==> src/rtl/ldst_upd_pkg.sv <==
package ldst_upd_pkg;

    typedef enum logic [1:0] {
        SZ_BYTE = 2'd0,
        SZ_HALF = 2'd1,
        SZ_WORD = 2'd2,
        SZ_DBL  = 2'd3
    } acc_size_e;

    localparam int NUM_SIZES = 4;

    // bytes covered by a size code
    function automatic int size_bytes(input logic [1:0] sz);
        return 1 << sz;
    endfunction

endpackage

==> src/rtl/ldst_upd_addr.sv <==
module ldst_upd_addr #(
    parameter int XLEN  = 64,
    parameter int IMM_W = 16
) (
    input  logic [XLEN-1:0]  base_i,
    input  logic [XLEN-1:0]  index_i,
    input  logic [IMM_W-1:0] imm_i,
    input  logic             indexed_i,
    input  logic             ds_form_i,
    input  logic             post_i,
    output logic [XLEN-1:0]  ea_o,
    output logic [XLEN-1:0]  wb_o
);
    localparam int EXT_W = XLEN - IMM_W;

    logic [IMM_W-1:0] imm_eff;
    logic [XLEN-1:0]  imm_ext;
    logic [XLEN-1:0]  offset;
    logic [XLEN-1:0]  updated;

    always_comb begin
        imm_eff = ds_form_i ? {imm_i[IMM_W-1:2], 2'b00} : imm_i;
        imm_ext = {{EXT_W{imm_eff[IMM_W-1]}}, imm_eff};
        offset  = indexed_i ? index_i : imm_ext;
        updated = base_i + offset;
        ea_o    = post_i ? base_i : updated;
        wb_o    = updated;
    end


    always_comb begin
        post_addr_chk: assert (!post_i || ea_o == base_i || $isunknown(base_i));
    end
endmodule

==> src/rtl/ldst_upd_store_fmt.sv <==
module ldst_upd_store_fmt
    import ldst_upd_pkg::*;
#(
    parameter int XLEN = 64
) (
    input  logic [XLEN-1:0] src_i,
    input  logic [1:0]      size_i,
    output logic [XLEN-1:0] data_o
);
    logic [XLEN-1:0] cand [NUM_SIZES];

    for (genvar g = 0; g < NUM_SIZES; g++) begin : g_sz
        localparam int NB = 8 << g;
        if (NB >= XLEN) begin : g_full
            assign cand[g] = src_i;
        end else begin : g_part
            assign cand[g] = {{(XLEN-NB){1'b0}}, src_i[NB-1:0]};
        end
    end

    assign data_o = cand[size_i];
endmodule

==> src/rtl/ldst_upd_load_fmt.sv <==
module ldst_upd_load_fmt
    import ldst_upd_pkg::*;
#(
    parameter int XLEN = 64
) (
    input  logic [XLEN-1:0] rdata_i,
    input  logic [1:0]      size_i,
    input  logic            signed_i,
    output logic [XLEN-1:0] data_o
);
    logic [XLEN-1:0] zcand [NUM_SIZES];
    logic [XLEN-1:0] scand [NUM_SIZES];

    for (genvar g = 0; g < NUM_SIZES; g++) begin : g_sz
        localparam int NB = 8 << g;
        if (NB >= XLEN) begin : g_full
            assign zcand[g] = rdata_i;
            assign scand[g] = rdata_i;
        end else begin : g_part
            assign zcand[g] = {{(XLEN-NB){1'b0}}, rdata_i[NB-1:0]};
            assign scand[g] = {{(XLEN-NB){rdata_i[NB-1]}}, rdata_i[NB-1:0]};
        end
    end

    logic use_sign;
    always_comb begin
        // algebraic extension only for halfword and word
        use_sign = signed_i && (size_i == SZ_HALF || size_i == SZ_WORD);
        data_o   = use_sign ? scand[size_i] : zcand[size_i];
    end
endmodule

==> src/rtl/ldst_upd_agu.sv <==
module ldst_upd_agu
    import ldst_upd_pkg::*;
#(
    parameter int XLEN  = 64,
    parameter int IMM_W = 16
) (
    input  logic             clk,
    input  logic             rst_n,
    input  logic             op_valid,
    input  logic [1:0]       op_size,
    input  logic             op_signed,
    input  logic             op_store,
    input  logic             op_post,
    input  logic             op_indexed,
    input  logic             op_ds_form,
    input  logic [XLEN-1:0]  base_val,
    input  logic [XLEN-1:0]  index_val,
    input  logic [IMM_W-1:0] imm,
    input  logic [XLEN-1:0]  src_val,
    output logic             mem_req_valid,
    output logic [XLEN-1:0]  mem_addr,
    output logic [1:0]       mem_size,
    output logic             mem_store,
    output logic [XLEN-1:0]  mem_wdata,
    input  logic             mem_rsp_valid,
    input  logic [XLEN-1:0]  mem_rdata,
    output logic             busy,
    output logic             res_valid,
    output logic [XLEN-1:0]  res_data,
    output logic             base_wb_valid,
    output logic [XLEN-1:0]  base_wb_data
);
    localparam int EXT_W = XLEN - IMM_W;

    typedef struct packed {
        logic            pend;
        logic            req_v;
        logic [XLEN-1:0] addr;
        logic [1:0]      size;
        logic            store;
        logic            sgn;
        logic [XLEN-1:0] wdata;
        logic [XLEN-1:0] wb;
    } agu_state_t;

    agu_state_t st_d, st_q;

    logic [XLEN-1:0] ea_w, wb_w, wdata_w, ldres_w;
    logic            accept, rsp_hit;

    ldst_upd_addr #(.XLEN(XLEN), .IMM_W(IMM_W)) u_addr (
        .base_i    (base_val),
        .index_i   (index_val),
        .imm_i     (imm),
        .indexed_i (op_indexed),
        .ds_form_i (op_ds_form),
        .post_i    (op_post),
        .ea_o      (ea_w),
        .wb_o      (wb_w)
    );

    ldst_upd_store_fmt #(.XLEN(XLEN)) u_sfmt (
        .src_i  (src_val),
        .size_i (op_size),
        .data_o (wdata_w)
    );

    ldst_upd_load_fmt #(.XLEN(XLEN)) u_lfmt (
        .rdata_i  (mem_rdata),
        .size_i   (st_q.size),
        .signed_i (st_q.sgn),
        .data_o   (ldres_w)
    );

    always_comb begin
        accept   = op_valid && !st_q.pend;
        rsp_hit  = st_q.pend && mem_rsp_valid;
        st_d       = st_q;
        st_d.req_v = 1'b0;
        if (rsp_hit) begin
            st_d.pend = 1'b0;
        end
        if (accept) begin
            st_d.pend  = 1'b1;
            st_d.req_v = 1'b1;
            st_d.addr  = ea_w;
            st_d.size  = op_size;
            st_d.store = op_store;
            st_d.sgn   = op_signed;
            st_d.wdata = op_store ? wdata_w : '0;
            st_d.wb    = wb_w;
        end
    end

    always_ff @(posedge clk or negedge rst_n) begin
        if (!rst_n) begin
            st_q <= '0;
        end else begin
            st_q <= st_d;
        end
    end

    assign mem_req_valid = st_q.req_v;
    assign mem_addr      = st_q.addr;
    assign mem_size      = st_q.size;
    assign mem_store     = st_q.store;
    assign mem_wdata     = st_q.wdata;
    assign busy          = st_q.pend;
    assign res_valid     = rsp_hit && !st_q.store;
    assign res_data      = ldres_w;
    assign base_wb_valid = rsp_hit;
    assign base_wb_data  = st_q.wb;


    req_after_accept_chk: assert property (@(posedge clk) disable iff (!rst_n)
        (op_valid && !busy) |=> (mem_req_valid && busy));


    req_single_pulse_chk: assert property (@(posedge clk) disable iff (!rst_n)
        mem_req_valid |=> !mem_req_valid);


    post_uses_old_base_chk: assert property (@(posedge clk) disable iff (!rst_n)
        (op_valid && !busy && op_post) |=> (mem_addr == $past(base_val)));


    pre_imm_addr_chk: assert property (@(posedge clk) disable iff (!rst_n)
        (op_valid && !busy && !op_post && !op_indexed && !op_ds_form)
        |=> (mem_addr == $past(base_val + {{EXT_W{imm[IMM_W-1]}}, imm})));


    wb_needs_rsp_chk: assert property (@(posedge clk) disable iff (!rst_n)
        base_wb_valid |-> (mem_rsp_valid && busy));


    res_with_base_chk: assert property (@(posedge clk) disable iff (!rst_n)
        res_valid |-> (base_wb_valid && !mem_store));


    busy_holds_wb_chk: assert property (@(posedge clk) disable iff (!rst_n)
        (busy && !mem_rsp_valid) |=> $stable(base_wb_data));
endmodule

==> config.mk <==
export PLATFORM = sky130hd
export DESIGN_NAME = ldst_upd_agu
export DESIGN_NICKNAME = d
export VERILOG_FILES = /design/src/rtl/ldst_upd_pkg.sv /design/src/rtl/ldst_upd_addr.sv /design/src/rtl/ldst_upd_store_fmt.sv /design/src/rtl/ldst_upd_load_fmt.sv /design/src/rtl/ldst_upd_agu.sv
export SDC_FILE = /design/constraint.sdc
export NUM_CORES = 1
export LEC_CHECK = 0
export BUFFER_PORTS_ARGS = -buffer_cell sky130_fd_sc_hd__buf_2
export CAP_MARGIN = 20
export CORE_AREA = 2 2 211 213
export DETAILED_ROUTE_END_ITERATION = 7
export DIE_AREA = 0 0 213 215
export GPL_ROUTABILITY_DRIVEN = 0
export HOLD_SLACK_MARGIN = 0.06
export PLACE_DENSITY = 0.58
export SKIP_CTS_REPAIR_TIMING = 1
export SLEW_MARGIN = 10
export SYNTH_ARGS = -nofsm -noshare
export SYNTH_HDL_FRONTEND = slang
export SYNTH_SLANG_ARGS = --single-unit
export TNS_END_PERCENT = 10
==> constraint.sdc <==
create_clock -name clk -period 4.6 [get_ports clk]
set_clock_uncertainty 0.1 [all_clocks]
set_input_delay 0.46 -clock clk [delete_from_list [all_inputs] [get_ports clk]]
set_output_delay 0.46 -clock clk [all_outputs]
set_load 0.005 [all_outputs]
# Yosys cells after proc, flatten, opt, wreduce, memory -nomap -nowiden
# Index checks and enable logic that the tools add are counted.
# W data, S select, Z words.
# totals
in_bits	283
reg_bits	198
elab_cells	39
# classes
eq_ne	2
order_cmp	2
addsub	1
muxes	16
n_bitwise	2
n_reduce_logical	8
# ops
cell	count
$mux W64	10
$bmux W64 S2	3
$mux W198	1
$add A64 B64 Y64	1
$ge A3 B3 Y1 const B	2
$not A2 Y3	2
$logic_and A1 B1 Y1	4
$eq A2 B1 Y1 const B	1
$eq A2 B2 Y1 const B	1
$logic_not A1 Y1	2
$mux W2	1
$reduce_bool A2 Y1	1
$logic_or A1 B1 Y1	1
$mux W1	1

# Longest topological paths before layout
# Gate-level depths: netlist of run 1.
# logic_depth
word_depth	6
depth_mapped	17
depth_no_buf	15

# Hierarchy
# A second synthesis of run 1 with hierarchy kept.
# unflattened
cells_unflattened	1765
area_unflattened_um2	16235.6
# by_module_without_submodules
mod	area_per_inst_um2	cells_per_inst	seq_area_each_um2	n_inst
ldst_upd_agu	9545.4	750	4954.8	1
ldst_upd_addr	5531.6	858	0.0	1
ldst_upd_load_fmt	656.9	83	0.0	1
ldst_upd_store_fmt	501.7	74	0.0	1

# Least setup slack after synthesis of run 1
# OpenSTA, ideal clock, no wires.
# synth_timing
path_type	input to register
from	input port op_indexed
to	register st_q (netlist bit mem_addr[56])
t_required_ps	4431
slack_ps	296
t_arrival_ps	4135
path_stages	16
cell_sequence	clkbuf_1 -> clkbuf_1 -> a22o_1 -> ha_1 -> inv_1 -> fa_1 -> or2b_1 -> a21oi_1 -> o21ai_1 -> a31o_1 -> a221o_2 -> o31ai_4 -> a31oi_2 -> o21a_1 -> or4_1 -> nand3_1
# synth_between
elab_chain_len	3
# synth_rtl
element	line_no	text
start: declaration	ldst_upd_agu.sv:14	input logic op_indexed,
$mux W64	ldst_upd_addr.sv:24	offset = indexed_i ? index_i : imm_ext;
$add A64 B64 Y64	ldst_upd_addr.sv:25	updated = base_i + offset;
$mux W64	ldst_upd_addr.sv:26	ea_o = post_i ? base_i : updated;
end signal: assignment	ldst_upd_agu.sv:99	st_q <= st_d;
end: declaration	ldst_upd_agu.sv:46	agu_state_t st_d, st_q;
# No other way between the ends.
# A chain may end at the register's enable or synchronous reset.

# Worst setup path after layout of run 1
# Ends and elaborated chain as after synthesis.

==> results of run 1 <==
==> critical path: stages <==
cell and delay [ns]:
sky130_fd_sc_hd__buf_2 0.24, sky130_fd_sc_hd__buf_4 0.20, sky130_fd_sc_hd__mux2_2 0.34, sky130_fd_sc_hd__ha_1 0.34
sky130_fd_sc_hd__or2b_1 0.27, sky130_fd_sc_hd__a21oi_1 0.27, sky130_fd_sc_hd__o21ai_1 0.16, sky130_fd_sc_hd__a31o_1 0.29
sky130_fd_sc_hd__a221o_2 0.45, sky130_fd_sc_hd__o31ai_4 0.38, sky130_fd_sc_hd__a31oi_2 0.20, sky130_fd_sc_hd__o21a_1 0.24
sky130_fd_sc_hd__or4_1 0.41, sky130_fd_sc_hd__nand3_1 0.08
==> power by group through the flow <==
stage | registers, uW | clock network (uW) | logic, uW
6_report | 2370 | 1620 | 2450
5_1_grt | 2420 | 1740 | 2720
4_1_cts | 2370 | 1680 | 2430
3_5_place_dp | 2400 | 0 | 2420
3_3_place_gp | 2390 | 0 | 2410
2_1_floorplan | 2400 | 0 | 1190
==> cells by family (layout without fill, tap and decap cells) <==
kind of cell    count (synthesis)  count (layout)  share of synthesized area [%]
fa+ha+maj                      64              64                          6.414
xor+xnor                       63              63                          4.379
flops                         198             198                          39.32
buf+inv                       137             641                          4.379
simple gates                  559             559                          19.02
mux                            22              22                          1.877
compound gates                489             489                          24.62
other cells                     0               2                              0
==> sequential cells by signal, summed over array words and instances, names as in the netlist <==
name and flops:
mem_size 2, mem_req_valid 1, mem_wdata 64, mem_store 1, base_wb_data 64, mem_addr 64
busy 1, st_q 1
==> layout make-up <==
type | instances | area, um^2
flip-flops and latches | 198 | 4955
multi-input cells | 1197 | 7104
repair buffers | 588 | 3196
clock inverters | 14 | 176.4
fillers | 4537 | 26950
diodes | 2 | 5.005
well taps | 592 | 740.7
clock buffers | 18 | 439.2
inverters | 21 | 78.83
==> through the flow <==
stage / instance area, um^2 / std cells / utilization [%] / total power [uW] / setup slack, ns
2_1_floorplan: 12600 / 1532 / - / 3586 / 0.2964
3_3_place_gp: 15700 / 2559 / 35.98 / 4796 / 0.1566
3_5_place_dp: 15700 / 2559 / 35.98 / 4825 / 0.1586
4_1_cts: 16320 / 2591 / 37.39 / 6485 / 0.6949
5_1_grt: 16690 / 2629 / 38.25 / 6882 / 0.4340
6_report: 16690 / 2630 / 38.25 / 6445 / 0.5814
==> per-layer routing <==
layer / share of wire [%] / up-vias
li1: - / 6360
met1: 43 / 6350
met2: 46 / 543
met3: 9.0 / 78
met4: 2.6 / 10
met5: 0.14 / -
==> synth_stat cells, types with 4 or more instances <==
master / count
sky130_fd_sc_hd__buf_1: 5
sky130_fd_sc_hd__clkbuf_1: 99
sky130_fd_sc_hd__o211ai_1: 9
sky130_fd_sc_hd__dfrtp_1: 198
sky130_fd_sc_hd__a22o_1: 58
sky130_fd_sc_hd__nand4_1: 24
sky130_fd_sc_hd__a21o_1: 60
sky130_fd_sc_hd__xnor2_1: 33
sky130_fd_sc_hd__a21boi_0: 5
sky130_fd_sc_hd__nand3_1: 30
sky130_fd_sc_hd__nand2b_1: 5
sky130_fd_sc_hd__ha_1: 63
sky130_fd_sc_hd__xor2_1: 30
sky130_fd_sc_hd__nand2_1: 336
sky130_fd_sc_hd__nor2_1: 89
sky130_fd_sc_hd__a31oi_1: 7
sky130_fd_sc_hd__and2_1: 7
sky130_fd_sc_hd__a211o_1: 4
sky130_fd_sc_hd__buf_4: 9
sky130_fd_sc_hd__nor3_1: 16
sky130_fd_sc_hd__a211oi_1: 4
sky130_fd_sc_hd__nor2b_1: 20
sky130_fd_sc_hd__mux2_2: 13
sky130_fd_sc_hd__o21ai_0: 144
sky130_fd_sc_hd__inv_1: 21
sky130_fd_sc_hd__o21a_1: 14
sky130_fd_sc_hd__mux2i_1: 9
sky130_fd_sc_hd__o21ai_1: 12
sky130_fd_sc_hd__o21bai_1: 13
sky130_fd_sc_hd__and3_1: 14
sky130_fd_sc_hd__a21oi_1: 129
==> how the worst max path moves through the flow <==
stage / start / endpoint / slack [ns] / depth (start not counted)
finish: op_indexed / mem_addr[56] / 0.58 / 14
global route: op_indexed / mem_addr[63] / 0.43 / 15
CTS: op_indexed / mem_addr[56] / 0.69 / 16
detailed placement: op_indexed / mem_addr[63] / 0.16 / 15
global placement: op_indexed / mem_addr[56] / 0.16 / 16
floorplan: op_indexed / mem_addr[56] / 0.30 / 16
==> tab_implementation.tex, run 1 <==
\begin{tabular}{lr}
\hline
Metric & Value \\
\hline
\multicolumn{2}{l}{\textbf{Outcome}} \\
Result of the run & completed \\
\multicolumn{2}{l}{\textbf{Floorplanning}} \\
Initial Util & between 20\% and 30\% \\
IO Count & around 550 \\
Die boundary height & between 200 and 250 um \\
Site row count & 77 \\
CORE AREA & approximately 0.044 mm\^{}2 \\
Total die area & around 0.046 mm\^{}2 \\
Die boundary width & approximately 210 um \\
\multicolumn{2}{l}{\textbf{Detailed routing}} \\
First-iteration detailed-routing DRC count & about 1,000 \\
Number of iterations in the first detailed-routing pass & 6 \\
Via total after detailed routing & about 13,000 \\
DRC violations left & 0 \\
Routed wirelength normalized by instance count & 21.17 um \\
Antenna Nets Post-Route & 0 \\
DRT Wirelength & between 50,000 and 60,000 um \\
Vias per std cell & between 5 and 6 \\
\multicolumn{2}{l}{\textbf{Synthesis}} \\
Warning count from the yosys run & 0 \\
Leading cell types by total area after synthesis & sky130\_fd\_sc\_hd\_\_dfrtp\_1 (39\%), sky130\_fd\_sc\_hd\_\_nand2\_1 (10\%), sky130\_fd\_sc\_hd\_\_ha\_1 (6.3\%) \\
Distinct cell type count of the synthesized netlist & 63 \\
Cell taking the most area after synthesis & sky130\_fd\_sc\_hd\_\_dfrtp\_1 \\
Number of enable-type register cells in the synthesized netlist & 0 \\
Flip-flop cell with the highest count after synthesis & sky130\_fd\_sc\_hd\_\_dfrtp\_1 \\
Portion of synthesized cell area occupied by the leading cell type & between 30\% and 40\% \\
Instance count of the mapped netlist & around 1,500 \\
Fraction of the yosys area taken by sequential cells & about two fifths \\
Post-Synthesis Mean Instance Area & 8.225 um\^{}2 \\
Async set-or-reset flop fraction in the synthesized netlist & 100.0\% \\
Net count after synthesis & about 1,900 \\
Area of the mapped netlist & around 0.013 mm\^{}2 \\
Synthesis-stage register bit count & 198 \\
\multicolumn{2}{l}{\textbf{Clock network}} \\
Clk Latency, worst-skew pair & roughly 0.49 ns \\
Number of clock sinks & approximately 200 \\
Longest Clk Path Bufs & 2 \\
Cell at the root of the clock tree & sky130\_fd\_sc\_hd\_\_clkbuf\_16 \\
Clock buffer count from CTS & 17 \\
Clock input transition at the sequential cells of the worst setup and hold paths & roughly 0.08 ns \\
TritonCTS clock tree & built \\
H-tree levels & 4 \\
\multicolumn{2}{l}{\textbf{Flow run}} \\
Max-Cap Viols & 0 \\
\multicolumn{2}{l}{\textbf{STA}} \\
Pins over their slew limit & 0 \\
Highest achievable clock rate & 248.8 MHz \\
Total negative slack for setup checks & 0 ns \\
Worst-case headroom to the max-slew limit & 31.11\% \\
Final critical-path share of the clock period & 87.36\% \\
Final Hold Violating Endpoints & 0 \\
Transition time of the tightest slew-check pin & about 1.0 ns \\
Total of endpoints with negative setup slack in the final report & 0 \\
Final critical-path required period & 4.019 ns \\
Setup repair after global routing missed its margin & false \\
Worst hold slack & between 0.07 and 0.08 ns \\
\multicolumn{2}{l}{\textbf{GRT}} \\
Met3 usage & under 10\% \\
Total Routing Usage GR & 23.97\% \\
Met2 capacity usage during global routing & 37.80\% \\
Pin count of the biggest net entering global routing & approximately 120 \\
Global Route met1 Usage & between 30\% and 40\% \\
Number of antenna violations at the first check in global routing & 8 \\
Grt peak-use layer & met2 \\
Wire length of the first global-routing pass & 81,140 um \\
Via count of the first global-routing pass & approximately 13,000 \\
Residual overflow from global routing & 0 \\
\multicolumn{2}{l}{\textbf{Worst setup path}} \\
Register-to-Register Setup Slack & 1.81 ns \\
Largest fanout on the critical path & 11 \\
RR Endpoint & mem\_wdata[37] \\
Worst setup path class & input pin to register \\
Crit path DAT & approximately 4.4 ns \\
Nature of the critical path startpoint & input pin \\
Crit path required time & 4.93 ns \\
Endpoint type of the worst setup path & register \\
Startpoint of the lowest-slack register-to-register path & busy \\
Worst r2r path cells & 7 \\
\multicolumn{2}{l}{\textbf{Worst hold path}} \\
Hold Path Class & input pin to register \\
Start point of the worst min-delay path & src\_val[22] \\
Hold worst-path end & mem\_wdata[22] \\
Worst Hold Depth & 2 \\
\multicolumn{2}{l}{\textbf{Place}} \\
Port Buffers & 529 \\
HPWL after DPL & 44,790 um \\
\multicolumn{2}{l}{\textbf{Pwr}} \\
Power Internal & just under 4000 uW \\
Worst supply voltage drop on vdd & between 0.0002 and 0.0003 V \\
Fraction of power consumed by combinational cells & 38.0\% \\
Portion of total power attributed to sequential cells & 36.8\% \\
Relative contribution of the clock network to total power & between 20\% and 30\% \\
Leakage power summed over all cells & between 0.008 and 0.009 uW \\
Areal power density over the cells & between 300 and 400 mW/mm\^{}2 \\
Net switching power & roughly 2500 uW \\
Fraction of power spent switching nets & just under 40\% \\
\multicolumn{2}{l}{\textbf{Finish}} \\
Commonest cells after routing, fill and taps aside & sky130\_fd\_sc\_hd\_\_buf\_2 (527), sky130\_fd\_sc\_hd\_\_nand2\_1 (335), sky130\_fd\_sc\_hd\_\_dfrtp\_1 (198), sky130\_fd\_sc\_hd\_\_o21ai\_0 (144), sky130\_fd\_sc\_hd\_\_a21oi\_1 (129) \\
Final net count & between 2,000 and 2,500 \\
Leading cell type in the layout, fill and taps excluded & sky130\_fd\_sc\_hd\_\_buf\_2 \\
Area growth syn-to-layout & 32.49\% \\
Share of post-route cells with drive strength above 1 & between 20\% and 30\% \\
\hline
\end{tabular}
Power figures use the tool's default switching activity.
==> run 2, diff against run 1 <==
--- a/config.mk
+++ b/config.mk
@@ -13,6 +13,7 @@
 export GPL_ROUTABILITY_DRIVEN = 0
 export HOLD_SLACK_MARGIN = 0.06
 export PLACE_DENSITY = 0.58
+export REMOVE_ABC_BUFFERS = 1
 export SKIP_CTS_REPAIR_TIMING = 1
 export SLEW_MARGIN = 10
 export SYNTH_ARGS = -nofsm -noshare
==> run 2 against run 1 <==
Clock power decreased by 3%; fmax down 0.53%; via count about the same; sequential share of layout area is 0.17 points lower; clock-buffer cell count did not move; sequential cell count is the same; total power shrank 1.8%; critical path type unchanged; largest cell class unchanged.
==> tab_implementation.tex, run 2 (synthesized netlist as in run 1, its figures left out) <==
\begin{tabular}{lr}
\hline
Metric & Value \\
\hline
\multicolumn{2}{l}{\textbf{Detailed routing}} \\
First-iteration detailed-routing DRC count & 1,038 \\
Number of iterations in the first detailed-routing pass & 5 \\
Antenna Nets Post-Route & 0 \\
DRC violations left & 0 \\
DRT Wirelength & 53,690 um \\
Via total after detailed routing & 13,330 \\
Vias per std cell & 5.055 \\
Routed wirelength normalized by instance count & $\sim$20 um \\
\multicolumn{2}{l}{\textbf{Pwr}} \\
Leakage power summed over all cells & 0.008978 uW \\
Areal power density over the cells & approximately 380 mW/mm\^{}2 \\
Net switching power & approximately 2500 uW \\
Portion of total power attributed to sequential cells & a little under two fifths \\
Final Total Pwr & 6329 uW \\
Fraction of power spent switching nets & between 30\% and 40\% \\
Relative contribution of the clock network to total power & between 20\% and 30\% \\
Worst supply voltage drop on vdd & 0.0002495 V \\
Power Internal & 3877 uW \\
Fraction of power consumed by combinational cells & a little under two fifths \\
\multicolumn{2}{l}{\textbf{STA}} \\
Worst-case headroom to the max-slew limit & between 30\% and 40\% \\
Setup repair after global routing missed its margin & false \\
Setup ws final & around 0.56 ns \\
Highest achievable clock rate & approximately 250 MHz \\
Final critical-path share of the clock period & approximately 88\% \\
Transition time of the tightest slew-check pin & about 1.0 ns \\
Pins over their slew limit & 0 \\
Final Hold Violating Endpoints & 0 \\
Final critical-path required period & 4.040 ns \\
Total of endpoints with negative setup slack in the final report & 0 \\
\multicolumn{2}{l}{\textbf{Clock network}} \\
Clock input transition at the sequential cells of the worst setup and hold paths & about 0.080 ns \\
Clock buffer count from CTS & 17 \\
Clk Latency, worst-skew pair & roughly 0.5 ns \\
H-tree levels & 4 \\
Cell at the root of the clock tree & sky130\_fd\_sc\_hd\_\_clkbuf\_16 \\
TritonCTS clock tree & built \\
Longest Clk Path Bufs & 2 \\
Number of clock sinks & approximately 200 \\
\multicolumn{2}{l}{\textbf{Floorplanning}} \\
IO Count & approximately 550 \\
Site row count & 77 \\
Die boundary width & around 210 um \\
Die boundary height & roughly 220 um \\
Initial Util & between 20\% and 30\% \\
CORE AREA & about 0.044 mm\^{}2 \\
Total die area & around 0.046 mm\^{}2 \\
\multicolumn{2}{l}{\textbf{Finish}} \\
Non-Filler Cell Area, Final & about 0.017 mm\^{}2 \\
Final net count & around 2,400 \\
Commonest cells after routing, fill and taps aside & sky130\_fd\_sc\_hd\_\_buf\_2 (527), sky130\_fd\_sc\_hd\_\_nand2\_1 (335), sky130\_fd\_sc\_hd\_\_dfrtp\_1 (198), sky130\_fd\_sc\_hd\_\_o21ai\_0 (144), sky130\_fd\_sc\_hd\_\_a21oi\_1 (129) \\
Core Util, Final & about 38\% \\
Share of post-route cells with drive strength above 1 & 29.86\% \\
Area growth syn-to-layout & 33.24\% \\
Post-route insts no fill & 2,637 \\
Leading cell type in the layout, fill and taps excluded & sky130\_fd\_sc\_hd\_\_buf\_2 \\
\multicolumn{2}{l}{\textbf{Place}} \\
Placed standard-cell area & between 0.015 and 0.02 mm\^{}2 \\
Worst slack at placement & 0.08533 ns \\
Port Buffers & around 530 \\
HPWL after DPL & 42,730 um \\
Placed cell count & $\sim$2,600 \\
\multicolumn{2}{l}{\textbf{GRT}} \\
Wire length of the first global-routing pass & about 78,000 um \\
Pin count of the biggest net entering global routing & around 100 \\
Number of antenna violations at the first check in global routing & 9 \\
Via count of the first global-routing pass & approximately 13,000 \\
Total Routing Usage GR & a little under a quarter \\
Residual overflow from global routing & 0 \\
\multicolumn{2}{l}{\textbf{Worst setup path}} \\
Nature of the critical path startpoint & input pin \\
Cell breakdown of the critical path & buf\_2 -> nor2\_1 -> a22o\_1 -> ha\_1 -> inv\_1 -> fa\_1 -> or2b\_1 -> a21oi\_1 -> o21ai\_1 -> a31o\_1 -> a221o\_2 -> o31ai\_4 -> a31oi\_2 -> o21a\_1 -> or4\_1 -> nand3\_1 \\
Largest fanout on the critical path & 5 \\
Delay of the slowest critical-path stage & 0.44 ns \\
Slowest stage cell on the critical path & sky130\_fd\_sc\_hd\_\_a221o\_2 \\
Endpoint type of the worst setup path & register \\
Crit path required time & $\sim$4.9 ns \\
Crit path DAT & 4.37 ns \\
Worst setup path class & input pin to register \\
Start point of the critical path & op\_indexed \\
Startpoint of the lowest-slack register-to-register path & busy \\
\multicolumn{2}{l}{\textbf{Outcome}} \\
Result of the run & completed \\
\multicolumn{2}{l}{\textbf{Worst hold path}} \\
Start point of the worst min-delay path & src\_val[27] \\
Hold Path Class & input pin to register \\
\multicolumn{2}{l}{\textbf{Flow run}} \\
Max-Cap Viols & 0 \\
\hline
\end{tabular}
run 2: cell types whose count changed in the layout (fill, tap and decap cells not counted):
cell,delta
sky130_fd_sc_hd__buf_12,+3
sky130_fd_sc_hd__buf_4,-3
sky130_fd_sc_hd__buf_8,+2
sky130_fd_sc_hd__bufinv_16,-1
sky130_fd_sc_hd__clkinv_4,+1
sky130_fd_sc_hd__clkinvlp_4,-1
sky130_fd_sc_hd__dlygate4sd3_1,+5
sky130_fd_sc_hd__inv_6,+2
sky130_fd_sc_hd__inv_8,-1
run 2: worst paths after layout:
kind                                         end  cells past startpoint  slack (ns)
min in group asynchronous           mem_wdata[5]                      2        0.42
worst max register to register       mem_addr[9]                      5        1.82
worst min register to register      mem_wdata[5]                      2        0.38
worst max-delay path                mem_addr[56]                     16        0.56
worst min-delay path               mem_wdata[27]                      2        0.07
max in group asynchronous       base_wb_data[23]                      3        3.03
run 2: power by group through the flow:
stage               combinational [uW]  clock (uW)  sequential (uW)
global route                      2640        1690             2430
global placement                  2350           0             2400
CTS                               2370        1630             2380
detailed placement                2360           0             2410
floorplan                         1150           0             2410
finish                            2380        1570             2380
run 2: per-layer routing:
| metal | share of wire, % | track usage (%) | vias to the layer above |
|---|---|---|---|
| met1 | 41 | 27.43 | 6338 |
| li1 | - | - | 6366 |
| met5 | 0.19 | 0 | - |
| met3 | 6.7 | 5.495 | 113 |
| met2 | 47 | 37.57 | 498 |
| met4 | 5.0 | 12.35 | 16 |
run 2: layout make-up:
| type | count | area [um^2] |
|---|---|---|
| diodes | 2 | 5.005 |
| clock buffers | 18 | 439.2 |
| clock inverters | 14 | 153.9 |
| fillers | 4627 | 26850 |
| inverters | 21 | 78.83 |
| multi-input cells | 1197 | 7104 |
| flip-flops and latches | 198 | 4955 |
| well taps | 592 | 740.7 |
| repair buffers | 595 | 3313 |
run 2: critical path: cells and delay by family:
| family | cells | cell delay [ns] |
|---|---|---|
| compound gates | 8 | 2.11 |
| simple gates | 4 | 0.94 |
| fa+ha+maj | 2 | 0.60 |
| buf+inv | 2 | 0.27 |
run 2: stage by stage:
stage	setup TNS [ns]	hold WS, ns
3_3_place_gp	0	0.3477
6_report	0	0.06623
3_5_place_dp	0	0.3618
2_1_floorplan	-442.78	0.06441
5_1_grt	0	0.06030
4_1_cts	0	-0.1519
==> run 3, diff against run 2 <==
--- a/config.mk
+++ b/config.mk
@@ -7,12 +7,11 @@
 export LEC_CHECK = 0
 export BUFFER_PORTS_ARGS = -buffer_cell sky130_fd_sc_hd__buf_2
 export CAP_MARGIN = 20
-export CORE_AREA = 2 2 211 213
+export CORE_UTILIZATION = 25
 export DETAILED_ROUTE_END_ITERATION = 7
-export DIE_AREA = 0 0 213 215
 export GPL_ROUTABILITY_DRIVEN = 0
 export HOLD_SLACK_MARGIN = 0.06
-export PLACE_DENSITY = 0.58
+export PLACE_DENSITY = 0.53
 export REMOVE_ABC_BUFFERS = 1
 export SKIP_CTS_REPAIR_TIMING = 1
 export SLEW_MARGIN = 10
==> run 3 against run 2 <==
Fmax is essentially flat; via count grew 0.17%; sequential power is essentially flat; utilization shrank 4.0 points; first-iteration DRC count shrank 18%; clock-buffer cell count shrank 1; register-to-register slack gained 0.19 ns; setup slack lost 0.0028 ns; clock power grew 7%; highest routed layer unchanged.
==> tab_implementation.tex, run 3 (synthesized netlist as in run 1, its figures left out) <==
\begin{tabular}{lr}
\hline
Metric & Value \\
\hline
\multicolumn{2}{l}{\textbf{Outcome}} \\
Result of the run & completed \\
\multicolumn{2}{l}{\textbf{Pwr}} \\
Worst supply voltage drop on vdd & between 0.0002 and 0.00025 V \\
Final Total Pwr & between 6000 and 7000 uW \\
Leakage power summed over all cells & around 0.009 uW \\
Areal power density over the cells & 381.5 mW/mm\^{}2 \\
\multicolumn{2}{l}{\textbf{Finish}} \\
Share of post-route cells with drive strength above 1 & around 30\% \\
Area growth syn-to-layout & 34.97\% \\
Leading cell type in the layout, fill and taps excluded & sky130\_fd\_sc\_hd\_\_buf\_2 \\
Final net count & 2,384 \\
FILL cells & approximately 5,300 \\
Commonest cells after routing, fill and taps aside & sky130\_fd\_sc\_hd\_\_buf\_2 (527), sky130\_fd\_sc\_hd\_\_nand2\_1 (335), sky130\_fd\_sc\_hd\_\_dfrtp\_1 (198), sky130\_fd\_sc\_hd\_\_o21ai\_0 (144), sky130\_fd\_sc\_hd\_\_a21oi\_1 (129) \\
\multicolumn{2}{l}{\textbf{GRT}} \\
Grt peak-use layer & met2 \\
Number of antenna violations at the first check in global routing & 22 \\
Met3 usage & $\sim$6.6\% \\
Residual overflow from global routing & 0 \\
Pin count of the biggest net entering global routing & 98 \\
Met2 capacity usage during global routing & between 30\% and 40\% \\
Wire length of the first global-routing pass & just over 80,000 um \\
Global Route met1 Usage & 25.04\% \\
Total Routing Usage GR & $\sim$22\% \\
Via count of the first global-routing pass & between 10,000 and 15,000 \\
\multicolumn{2}{l}{\textbf{Detailed routing}} \\
DRC violations left & 0 \\
Antenna Nets Post-Route & 0 \\
DRT Wirelength & approximately 57,000 um \\
Vias per std cell & 4.902 \\
First-iteration detailed-routing DRC count & around 850 \\
Routed wirelength normalized by instance count & $\sim$21 um \\
Number of iterations in the first detailed-routing pass & 5 \\
Via total after detailed routing & around 13,000 \\
\multicolumn{2}{l}{\textbf{Worst setup path}} \\
Worst path top cell family by delay & compound AO/OA/AOI/OAI gates \\
Worst r2r path cells & 7 \\
Nature of the critical path startpoint & input pin \\
Crit path DAT & 4.38 ns \\
Largest fanout on the critical path & 14 \\
Worst setup path class & input pin to register \\
Start point of the critical path & op\_indexed \\
Endpoint type of the worst setup path & register \\
Delay of the slowest critical-path stage & roughly 0.45 ns \\
Buf/Inv on CP & 2 \\
Number of cells on the critical path & 14 \\
Crit path required time & 4.94 ns \\
Cell breakdown of the critical path & buf\_2 -> buf\_4 -> mux2\_2 -> ha\_1 -> or2b\_1 -> a21oi\_1 -> o21ai\_1 -> a31o\_1 -> a221o\_2 -> o31ai\_4 -> a31oi\_2 -> o21a\_1 -> or4\_1 -> nand3\_1 \\
Slowest stage cell on the critical path & sky130\_fd\_sc\_hd\_\_a221o\_2 \\
Startpoint of the lowest-slack register-to-register path & busy \\
\multicolumn{2}{l}{\textbf{Worst hold path}} \\
Start point of the worst min-delay path & src\_val[24] \\
Hold Path Class & input pin to register \\
Worst Hold Depth & 2 \\
\multicolumn{2}{l}{\textbf{Floorplanning}} \\
Total die area & 0.05130 mm\^{}2 \\
Initial Util & 25.53\% \\
IO Count & 546 \\
Site row count & 81 \\
Die boundary height & $\sim$230 um \\
CORE AREA & approximately 0.05 mm\^{}2 \\
Die boundary width & 226.5 um \\
\multicolumn{2}{l}{\textbf{Clock network}} \\
Clock input transition at the sequential cells of the worst setup and hold paths & approximately 0.090 ns \\
H-tree levels & 4 \\
Number of clock sinks & between 150 and 200 \\
Clk Latency, worst-skew pair & $\sim$0.50 ns \\
Clock buffer count from CTS & 17 \\
Cell at the root of the clock tree & sky130\_fd\_sc\_hd\_\_clkbuf\_16 \\
TritonCTS clock tree & built \\
Longest Clk Path Bufs & 2 \\
\multicolumn{2}{l}{\textbf{Place}} \\
Port Buffers & 529 \\
HPWL after DPL & roughly 46,000 um \\
\multicolumn{2}{l}{\textbf{STA}} \\
Pins over their slew limit & 0 \\
Transition time of the tightest slew-check pin & around 1.1 ns \\
Worst hold slack & slightly below 0.07 ns \\
Final critical-path required period & around 4.0 ns \\
Worst-case headroom to the max-slew limit & 29.41\% \\
Final critical-path share of the clock period & 87.88\% \\
Setup repair after global routing missed its margin & false \\
Final Hold Violating Endpoints & 0 \\
Total of endpoints with negative setup slack in the final report & 0 \\
Highest achievable clock rate & around 250 MHz \\
\multicolumn{2}{l}{\textbf{Flow run}} \\
Max-Cap Viols & 0 \\
\hline
\end{tabular}
==> run 3: through the flow <==
step / setup slack [ns] / instances / instance area, um^2 / util, % / setup TNS [ns]
3_5_place_dp: 0.07829 / 2634 / 15850 / 32.11 / 0
3_3_place_gp: 0.1451 / 2633 / 15830 / 32.08 / 0
4_1_cts: 0.6314 / 2666 / 16500 / 33.42 / 0
6_report: 0.5573 / 2724 / 17010 / 34.46 / 0
5_1_grt: 0.3404 / 2722 / 17000 / 34.45 / 0
2_1_floorplan: -4.171 / 1416 / 12130 / - / -442.78
==> run 3: routing by layer <==
metal / vias to the layer above / routed length [um]
met4: 12 / 2552
met3: 91 / 3756
li1: 6392 / -
met1: 6412 / 22860
met2: 447 / 28080
met5: - / 78
==> run 3: power breakdown <==
part,internal [uW],switching (uW),total [uW]
clock network,768,917,1680
logic,1000,1420,2430
registers,2130,247,2380
==> run 3: worst paths after layout <==
check	end	slack [ns]
setup / recovery	mem_addr[56]	0.56
hold / removal	mem_wdata[24]	0.07
setup reg to reg	mem_wdata[34]	2.01
hold reg to reg	mem_wdata[6]	0.37
max in group asynchronous	mem_addr[20]	2.86
min in group asynchronous	mem_req_valid	0.47
==> run 3: area by class of cell <==
type / instances / area, um^2 / share of cell area (%)
antenna: 10 / 25.02 / 0.1471
inverter: 21 / 78.83 / 0.4635
clock buffer: 17 / 425.4 / 2.501
sequential: 198 / 4955 / 29.13
tap: 664 / 830.8 / 4.885
multi-input combinational: 1197 / 7104 / 41.77
timing repair buffer: 602 / 3364 / 19.78
clock inverter: 15 / 224.0 / 1.317
